<file path="src/rtl/wdg_pkg.sv">
package wdg_pkg;

  localparam int ADDR_W         = 8;
  localparam int DATA_W         = 32;
  localparam int CTRL_EN_BIT    = 8;
  localparam int CTRL_FIX_BIT   = 10;
  localparam int CTRL_RATIO_LSB = 16;
  localparam int STAT_EXP_BIT   = 31;
  localparam int RSO_EN_BIT     = 8;
  localparam int RSM_MASK_BIT   = 10;

  localparam logic [ADDR_W-1:0] OFF_CTRL = 8'h00;
  localparam logic [ADDR_W-1:0] OFF_STAT = 8'h04;
  localparam logic [ADDR_W-1:0] OFF_CNT  = 8'h34;

  typedef enum logic [1:0] {
    SEL_NONE,
    SEL_CTRL,
    SEL_STAT,
    SEL_CNT
  } wdg_sel_e;

  function automatic wdg_sel_e decode_offset(input logic [ADDR_W-1:0] a);
    case (a)
      OFF_CTRL: decode_offset = SEL_CTRL;
      OFF_STAT: decode_offset = SEL_STAT;
      OFF_CNT:  decode_offset = SEL_CNT;
      default:  decode_offset = SEL_NONE;
    endcase
  endfunction

endpackage

</file>
<file path="src/rtl/wdg_prescale.sv">
module wdg_prescale #(
  parameter int RATIO_W   = 5,
  parameter bit HAS_FIXED = 1'b1
) (
  input  logic               clk,
  input  logic               rst_n,
  input  logic               run,
  input  logic               restart,
  input  logic               use_fixed,
  input  logic [RATIO_W-1:0] ratio,
  input  logic               ref_tick,
  output logic               tick
);

  localparam int PRE_W = 1 << RATIO_W;

  // terminal value of the divider for a ratio exponent: 2^r - 1
  function automatic logic [PRE_W-1:0] ratio_limit(input logic [RATIO_W-1:0] r);
    ratio_limit = (PRE_W'(1) << r) - PRE_W'(1);
  endfunction

  logic [PRE_W-1:0] pre_q;
  logic [PRE_W-1:0] limit;
  logic             div_hit;
  logic             src_tick;

  assign limit   = ratio_limit(ratio);
  assign div_hit = (pre_q == limit);

  always_ff @(posedge clk or negedge rst_n) begin
    if (!rst_n) begin
      pre_q <= '0;
    end else if (restart || !run || use_fixed) begin
      pre_q <= '0;
    end else if (div_hit) begin
      pre_q <= '0;
    end else begin
      pre_q <= pre_q + PRE_W'(1);
    end
  end

  generate
    if (HAS_FIXED) begin : g_fixed
      assign src_tick = use_fixed ? ref_tick : div_hit;
    end else begin : g_div_only
      logic unused_fixed;
      assign unused_fixed = ref_tick ^ use_fixed;
      assign src_tick     = div_hit;
    end
  endgenerate

  assign tick = run && !restart && src_tick;

endmodule

</file>
<file path="src/rtl/wdg_down_counter.sv">
module wdg_down_counter #(
  parameter int CNT_W = 32
) (
  input  logic             clk,
  input  logic             rst_n,
  input  logic             load,
  input  logic [CNT_W-1:0] load_val,
  input  logic             tick,
  output logic [CNT_W-1:0] count,
  output logic             expire
);

  logic dec;

  function automatic logic [CNT_W-1:0] step_down(input logic [CNT_W-1:0] v);
    step_down = v - CNT_W'(1);
  endfunction

  assign dec    = tick && !load && (count != '0);
  assign expire = dec && (count == CNT_W'(1));

  always_ff @(posedge clk or negedge rst_n) begin
    if (!rst_n) begin
      count <= '0;
    end else if (load) begin
      count <= load_val;
    end else if (dec) begin
      count <= step_down(count);
    end
  end

endmodule

</file>
<file path="src/rtl/wdg_reset_gate.sv">
module wdg_reset_gate (
  input  logic clk,
  input  logic rst_n,
  input  logic rso_we,
  input  logic rso_bit,
  input  logic msk_we,
  input  logic msk_bit,
  input  logic timer_en,
  input  logic expire,
  output logic rso_en,
  output logic mask,
  output logic armed,
  output logic irq_q,
  output logic rst_q
);

  always_ff @(posedge clk or negedge rst_n) begin
    if (!rst_n) begin
      rso_en <= 1'b0;
      mask   <= 1'b1;
    end else begin
      if (rso_we) rso_en <= rso_bit;
      if (msk_we) mask   <= msk_bit;
    end
  end

  assign armed = timer_en && rso_en && !mask;

  always_ff @(posedge clk or negedge rst_n) begin
    if (!rst_n) begin
      irq_q <= 1'b0;
      rst_q <= 1'b0;
    end else begin
      irq_q <= expire;
      rst_q <= expire && armed;
    end
  end

endmodule

</file>
<file path="src/rtl/wdg_timer.sv">
module wdg_timer
  import wdg_pkg::*;
#(
  parameter int CNT_W     = 32,
  parameter int RATIO_W   = 5,
  parameter bit HAS_FIXED = 1'b1
) (
  input  logic              clk,
  input  logic              rst_n,
  input  logic              ref_tick,
  input  logic [ADDR_W-1:0] tmr_addr,
  input  logic              tmr_we,
  input  logic [DATA_W-1:0] tmr_wdata,
  output logic [DATA_W-1:0] tmr_rdata,
  input  logic              rso_we,
  input  logic [DATA_W-1:0] rso_wdata,
  output logic [DATA_W-1:0] rso_rdata,
  input  logic              msk_we,
  input  logic [DATA_W-1:0] msk_wdata,
  output logic [DATA_W-1:0] msk_rdata,
  output logic              irq_pulse,
  output logic              rst_req,
  output logic              armed
);

  wdg_sel_e sel;

  logic               ctrl_en;
  logic               ctrl_fix;
  logic [RATIO_W-1:0] ctrl_ratio;
  logic               exp_flag;
  logic [CNT_W-1:0]   count;

  // named internal events, observed by the bound checker
  logic ctrl_wr_w;
  logic stat_clr_w;
  logic load_w;
  logic tick_w;
  logic expire_w;
  logic rso_en;
  logic mask;

  assign sel        = decode_offset(tmr_addr);
  assign ctrl_wr_w  = tmr_we && (sel == SEL_CTRL);
  assign load_w     = tmr_we && (sel == SEL_CNT);
  assign stat_clr_w = tmr_we && (sel == SEL_STAT) && !tmr_wdata[STAT_EXP_BIT];

  always_ff @(posedge clk or negedge rst_n) begin
    if (!rst_n) begin
      ctrl_en    <= 1'b0;
      ctrl_fix   <= 1'b0;
      ctrl_ratio <= '0;
    end else if (ctrl_wr_w) begin
      ctrl_en    <= tmr_wdata[CTRL_EN_BIT];
      ctrl_fix   <= tmr_wdata[CTRL_FIX_BIT];
      ctrl_ratio <= tmr_wdata[CTRL_RATIO_LSB +: RATIO_W];
    end
  end

  always_ff @(posedge clk or negedge rst_n) begin
    if (!rst_n) begin
      exp_flag <= 1'b0;
    end else if (expire_w) begin
      exp_flag <= 1'b1;
    end else if (stat_clr_w) begin
      exp_flag <= 1'b0;
    end
  end

  wdg_prescale #(
    .RATIO_W  (RATIO_W),
    .HAS_FIXED(HAS_FIXED)
  ) u_pre (
    .clk      (clk),
    .rst_n    (rst_n),
    .run      (ctrl_en),
    .restart  (ctrl_wr_w),
    .use_fixed(ctrl_fix),
    .ratio    (ctrl_ratio),
    .ref_tick (ref_tick),
    .tick     (tick_w)
  );

  wdg_down_counter #(
    .CNT_W(CNT_W)
  ) u_cnt (
    .clk     (clk),
    .rst_n   (rst_n),
    .load    (load_w),
    .load_val(tmr_wdata[CNT_W-1:0]),
    .tick    (tick_w),
    .count   (count),
    .expire  (expire_w)
  );

  wdg_reset_gate u_gate (
    .clk     (clk),
    .rst_n   (rst_n),
    .rso_we  (rso_we),
    .rso_bit (rso_wdata[RSO_EN_BIT]),
    .msk_we  (msk_we),
    .msk_bit (msk_wdata[RSM_MASK_BIT]),
    .timer_en(ctrl_en),
    .expire  (expire_w),
    .rso_en  (rso_en),
    .mask    (mask),
    .armed   (armed),
    .irq_q   (irq_pulse),
    .rst_q   (rst_req)
  );

  always_comb begin
    tmr_rdata = '0;
    case (sel)
      SEL_CTRL: begin
        tmr_rdata[CTRL_EN_BIT]                  = ctrl_en;
        tmr_rdata[CTRL_FIX_BIT]                 = ctrl_fix;
        tmr_rdata[CTRL_RATIO_LSB +: RATIO_W]    = ctrl_ratio;
      end
      SEL_STAT: tmr_rdata[STAT_EXP_BIT] = exp_flag;
      SEL_CNT:  tmr_rdata[CNT_W-1:0]    = count;
      default:  tmr_rdata = '0;
    endcase
  end

  always_comb begin
    rso_rdata             = '0;
    rso_rdata[RSO_EN_BIT] = rso_en;
    msk_rdata               = '0;
    msk_rdata[RSM_MASK_BIT] = mask;
  end

  logic unused_wr_bits;
  assign unused_wr_bits = ^{rso_wdata, msk_wdata};

endmodule


</file>
<file path="config.mk">
export PLATFORM = sky130hd
export DESIGN_NAME = wdg_timer
export DESIGN_NICKNAME = d
export VERILOG_FILES = /design/src/rtl/wdg_pkg.sv /design/src/rtl/wdg_prescale.sv /design/src/rtl/wdg_down_counter.sv /design/src/rtl/wdg_reset_gate.sv /design/src/rtl/wdg_timer.sv
export SDC_FILE = /design/constraint.sdc
export NUM_CORES = 1
export LEC_CHECK = 0
export BUFFER_PORTS_ARGS = -buffer_cell sky130_fd_sc_hd__buf_2
export CAP_MARGIN = 5
export CORE_MARGIN = 2
export CORE_UTILIZATION = 45
export CTS_CLUSTER_DIAMETER = 30
export DETAILED_ROUTE_END_ITERATION = 10
export PLACE_DENSITY = 0.81
export RECOVER_POWER = 25
export SLEW_MARGIN = 20
export SYNTH_ARGS = -nofsm -noshare
export SYNTH_HDL_FRONTEND = slang
export SYNTH_HIERARCHICAL = 1
export SYNTH_SLANG_ARGS = --single-unit
export TNS_END_PERCENT = 30
</file>
<file path="constraint.sdc">
create_clock -name clk -period 4.9 [get_ports clk]
set_clock_uncertainty 0.15 [all_clocks]
set_input_delay 0.98 -clock clk [delete_from_list [all_inputs] [get_ports clk]]
set_output_delay 0.98 -clock clk [all_outputs]
set_load 0.005 [all_outputs]
</file>
==> summary.txt, run 1 <==
Critical path
  – WS Path Type: register to register
  – CP arrival: 4710 ps
  – Crit Reg-Reg Endpoint: u_cnt/count[28]
  – CP required: 5020 ps
  – CP endpoint kind: register
  – Critical R2R Launch: ctrl_ratio[2]
  – Flop2flop setup slack: 310 ps
  – CP delay by family, top: simple AND/OR/NAND/NOR gates
  – Setup crit start kind: register
  – CP max stage delay: 520 ps
  – Critical Path Most Common Cell: nand3_1
  – CP Cell Sequence: nor3_1 > nand3_1 > ha_1 > buf_4 > nand4bb_1 > a211oi_2 > o21ai_1 > a2111oi_4 > o2111ai_2 > nor4_1 > o2bb2ai_1 > bufinv_8 > nor3_2 > nand2_1 > or4_1 > nand3_1
  – Worst Path Max Fanout: 19
  – Worst reg2reg path depth: 16
  – WP buf/inv: 2
  – Slowest stage cell, crit path: or4_1

GRT
  – Vias in the first global route: 5,014
  – Total GRT Usage: 21.0%
  – First-pass GRT wire length: 25,400 um
  – Overflow after GRT: 0
  – Largest net degree at the start of global routing: 77
  – Initial antenna violation count: 0

CTS
  – Clock transition at path regs: 60 ps
  – Skew-Pair Late Insertion Delay: 340 ps
  – H-tree depth: 3
  – Clk buf depth: 2
  – Root Buffer: clkbuf_16
  – CTS Buf Count: 9
  – CTS tree: yes
  – CTS sink cnt: 76

Synthesis
  – Post-synth EDFFs: 0
  – Register bit count reported by yosys: 76
  – Seq/Total Area, Yosys: 29.9%
  – Post-synth ARST share: 100%
  – Syn Area/Cell: 8.50 sq um
  – Synth warn: 6
  – Mapped Cells: 749
  – Post-Syn Area: 6360 sq um
  – Synth top area share: 29.5%
  – Synth unique cells: 92
  – Synth area leader: dfrtp_1
  – Synth area leaders: dfrtp_1 29%, buf_4 7.8%, xor2_1 4.1%, nand3_1 3.4%, nand2_1 3.2%
  – Ys flop type: dfrtp_1

Place
  – Port Buffers: 84
  – RePlAce Congestion: 0.917
  – Pre-CTS WS: 213 ps
  – Post-DP HPWL: 11,200 um

Route
  – Final ANT Viol Nets: 0
  – Detailed Routing Iterations Pass 1: 7
  – Wire per inst: 16.1 um
  – Total number of vias: 5,732
  – # DRC: 0
  – Vias per cell: 5.76
  – Final wirelength: 16,000 um
  – Detailed Route Iter0 Violations: 443

Hold path
  – Hold Crit Class: register to register
  – WHS Path Cells: 1
  – Hold path endpoint: exp_flag
  – Hold Crit Start: exp_flag

Cells and area
  – Antenna Cells: 0
  – Syn-to-layout area delta: 7.37%
  – Net count, final: 927
  – Layout cells sized above 1: 22.5%
  – Top Registers: u_cnt/count (32), u_pre/pre_q (32), ctrl_ratio (5)
  – Final Util: 49.4%
  – Most frequent cells in the layout: 83 x buf_2, 75 x dfrtp_1, 62 x conb_1
  – Leading cell type in the layout, fill and taps excluded: buf_2

Floorplanning
  – Die footprint: 15,100 sq um
  – Starting Density: 46.0%
  – CORE AREA: 13,800 sq um
  – Num rows: 43
  – Die X: 123 um
  – # IOs: 209
  – Die Span Y: 123 um

Timing
  – WHS: 336 ps
  – Slew HR: -71.9%
  – Worst Tran Pin Value: 2580 ps
  – Peak Freq: 0.218 GHz
  – Count of final setup violators: 0
  – Final Cycle Share: 93.7%
  – Final setup margin: 310 ps
  – Pins Over Slew Limit: 59
  – Setup TNS: 0 ps
  – Fin crit period: 4590 ps
  – Final Hold Viols: 0
  – RSZ-0062 raised after global routing: false

Pwr
  – Pwr per Cell Area: 313 nW/um^2
  – Total power: 2140 uW
  – Leak pwr: 0.00288 uW
  – Max rail drop VDD: 0.000259 V

Status
  – Status: complete, but fails checks
  – Failing checks: capacitance limit, slew limit

Job
  – MaxCap Viol Count: 1
==> metal layers <==
metal / global-route usage [%] / vias up / part of all wire (%)
met1: 29.0 / 2728 / 43
met2: 33.4 / 253 / 48
li1: - / 2711 / -
met5: 0 / - / 0
met3: 3.46 / 40 / 6.2
met4: 7.40 / 0 / 2.0
==> worst max-delay path by stage <==
stage | slack [ps] | start | to | depth (start not counted)
final | 310 | ctrl_ratio[2] | u_cnt/count[28] | 16
after global placement | 370 | ctrl_ratio[2] | u_cnt/count[28] | 16
after detailed placement | 210 | ctrl_ratio[2] | u_cnt/count[20] | 16
after floorplan | 320 | ctrl_ratio[3] | u_cnt/count[28] | 18
after CTS | 200 | ctrl_ratio[2] | u_cnt/count[28] | 16
after global routing | 4 | ctrl_ratio[2] | u_cnt/count[22] | 16
==> cell type report <==
class / count / area, sq um
Clock buffer: 9 / 225
Inverter: 12 / 58.8
Sequential cell: 76 / 1900
Fill cell: 1345 / 6990
Multi-Input combinational cell: 613 / 3850
Timing Repair Buffer: 101 / 552
Tap cell: 180 / 225
Clock inverter: 4 / 20.0
==> cells in the mapped netlist, drive strengths merged, types with 4 or more instances <==
cell type   n
nand3      43
buf        82
dfrtp      75
o31ai      10
nor2       83
nor4       13
nand4      17
or4b        4
a211oi      6
nor2b       5
inv        10
clkbuf     27
xnor2      21
a22o        4
and3       10
a21oi      17
and4        4
o211ai     10
nand2      55
o21ai      29
and2       27
xor2       30
ha          4
nand4b      4
mux2        9
a22oi       4
or3        18
or4        20
o311ai      5
nand3b     10
a31oi      16
nor3       18
nand2b      4
or2         4
==> logic make-up after synthesis <==
logic type,synth area share (%)
fa+ha+maj,0.786
simple gates,31.8
compound gates,15.0
flops,29.9
other cells,0.0589
xor+xnor,7.02
buf+inv,13.3
mux,2.18
==> per-stage QoR <==
stage               instances  instance area (sq um)
floorplan                 810                   6590
global placement          981                   6580
detailed placement        981                   6580
CTS                       994                   6820
global route              995                   6830
finish                    995                   6830
==> power breakdown <==
part           total (uW)  internal (uW)  switching (uW)
Sequential            824            708             115
Clock                 583            330             253
Combinational         732            284             448
Total                2140           1320             816
==> what timing repair did <==
item | 4_1_cts | 5_1_grt
hold buffers | 0 | 0
setup endpoints to repair | 0 | 5
buffers inserted | 0 | 0
gates resized for setup | 0 | 2
No activity file was read; power rests on OpenSTA's default activity.
==> inputs of run 2 (changes only) <==
- CORE_ASPECT_RATIO: default -> 0.6
- PLACE_DENSITY: 0.81 -> 0.75
==> summary.txt, run 2 (same netlist as run 1, synthesis figures left out) <==
Cells and area
  – Most frequent cells in the layout: 83 x buf_2, 75 x dfrtp_1, 62 x conb_1
  – Leading cell type in the layout, fill and taps excluded: buf_2
  – Net count, final: 928
  – Top Registers: u_cnt/count (32), u_pre/pre_q (32), ctrl_ratio (5)
  – Final Util: 50.3%
  – Syn-to-layout area delta: 8.63%
  – Layout cells sized above 1: 22.7%
  – Non-Filler Instances: 1,011
  – Antenna Cells: 0

Critical path
  – Setup crit start kind: register
  – Slowest stage cell, crit path: or4_1
  – CP delay by family, top: simple AND/OR/NAND/NOR gates
  – Critical R2R Launch: ctrl_ratio[2]
  – Crit Reg-Reg Endpoint: u_cnt/count[28]
  – CP max stage delay: 500 ps
  – Flop2flop setup slack: 330 ps
  – WP buf/inv: 2
  – CP required: 5040 ps
  – WS Path Type: register to register
  – CP Cell Sequence: nor3_1 > nand3_1 > ha_1 > or3b_1 > a211oi_2 > or3_4 > a2111oi_4 > o2111ai_2 > nor4_1 > o2bb2ai_1 > bufinv_8 > nor3_1 > buf_4 > nand2_1 > or4_1 > nand3_1
  – CP arrival: 4710 ps
  – Worst reg2reg path depth: 16
  – Worst Path Max Fanout: 19
  – CP endpoint kind: register

Route
  – Total number of vias: 5,807
  – Wire per inst: 17.1 um
  – Final wirelength: 17,200 um
  – Vias per cell: 5.74
  – Detailed Routing Iterations Pass 1: 5
  – Final ANT Viol Nets: 0
  – # DRC: 0
  – Detailed Route Iter0 Violations: 643

Floorplanning
  – CORE AREA: 13,700 sq um
  – Die footprint: 15,100 sq um
  – # IOs: 209
  – Die X: 158 um
  – Die Span Y: 96.1 um
  – Starting Density: 46.3%
  – Num rows: 33

Hold path
  – Hold path endpoint: exp_flag
  – Hold Crit Class: register to register
  – WHS Path Cells: 1
  – Hold Crit Start: exp_flag

CTS
  – Post-CTS Setup Bufs: 0
  – Root Buffer: clkbuf_16
  – Hold-fix buffers, CTS: 0
  – Clock transition at path regs: 60 ps
  – Post-CTS resize count: 0
  – Skew-Pair Late Insertion Delay: 350 ps
  – Clk buf depth: 2
  – CTS tree: yes
  – H-tree depth: 3
  – CTS sink cnt: 76
  – CTS Buf Count: 9

Place
  – Post-Place Cells: 995
  – Pre-CTS WS: 377 ps
  – RePlAce Congestion: 0.950
  – Port Buffers: 84
  – Post-DP HPWL: 12,400 um

GRT
  – Total GRT Usage: 23.4%
  – Largest net degree at the start of global routing: 77
  – First-pass GRT wire length: 27,300 um
  – Vias in the first global route: 4,989
  – Initial antenna violation count: 0
  – Overflow after GRT: 0

Timing
  – Peak Freq: 0.219 GHz
  – RSZ-0062 raised after global routing: false
  – Count of final setup violators: 0
  – Final Cycle Share: 93.3%
  – Pins Over Slew Limit: 77
  – Final setup margin: 328 ps
  – Fin crit period: 4570 ps
  – Setup TNS: 0 ps
  – Slew HR: -31.0%
  – Worst Tran Pin Value: 1970 ps
  – Final Hold Viols: 0

Status
  – Status: complete, but fails checks
  – Failing checks: capacitance limit, slew limit

Job
  – MaxCap Viol Count: 1

Pwr
  – Leak pwr: 0.00291 uW
  – Max rail drop VDD: 0.000183 V
  – Pwr per Cell Area: 333 nW/um^2
-- run 2: report_power, final --
part / switching [uW] / internal [uW] / leakage (uW) / total (uW)
Clock: 280 / 446 / 0.000149 / 726
Sequential: 118 / 708 / 0.00103 / 826
Combinational: 466 / 283 / 0.00173 / 750
Total: 864 / 1440 / 0.00291 / 2300
-- run 2: per-layer routing --
| metal | GRT usage [%] | share of wire (%) | routed length, um | vias up |
|---|---|---|---|---|
| li1 | - | - | - | 2723 |
| met1 | 37.3 | 49 | 8510 | 2734 |
| met3 | 6.89 | 12 | 2110 | 19 |
| met4 | 5.61 | 1.0 | 178 | 0 |
| met5 | 0 | 0 | 0 | - |
| met2 | 29.7 | 37 | 6460 | 331 |
-- run 2: final cells by class --
type,instances,area (sq um)
Multi-Input combinational cell,613,3840
Fill cell,1305,6840
Sequential cell,76,1900
Inverter,12,58.8
Clock inverter,6,88.8
Tap cell,192,240
Timing Repair Buffer,102,556
Clock buffer,10,229
-- run 2: worst max-delay path by stage --
stage                     slack (ps)  depth (start not counted)               to     startpoint
after floorplan                  320                         18  u_cnt/count[28]  ctrl_ratio[3]
after global placement           400                         16  u_cnt/count[28]  ctrl_ratio[2]
after CTS                        350                         16  u_cnt/count[28]  ctrl_ratio[2]
final                            330                         16  u_cnt/count[28]  ctrl_ratio[2]
after global routing             0.7                         16  u_cnt/count[28]  ctrl_ratio[2]
after detailed placement         380                         16  u_cnt/count[28]  ctrl_ratio[2]
-- run 2: worst register-to-register path: cells and delay by family (launching register included) --
family | cells | cell delay [ps]
buffers and inverters | 2 | 430
AND/OR/NAND/NOR | 9 | 2320
flip-flops | 1 | 380
adder cells (fa/ha/maj) | 1 | 330
AO/OA/AOI/OAI | 4 | 920
-- run 2: through the flow --
step / hold slack [ps] / area, sq um / power (uW)
floorplan: 301 / 6590 / 1370
global placement: 315 / 6610 / 1540
detailed placement: 328 / 6610 / 1550
CTS: 342 / 6920 / 2290
global route: 369 / 6910 / 2430
finish: 345 / 6910 / 2300
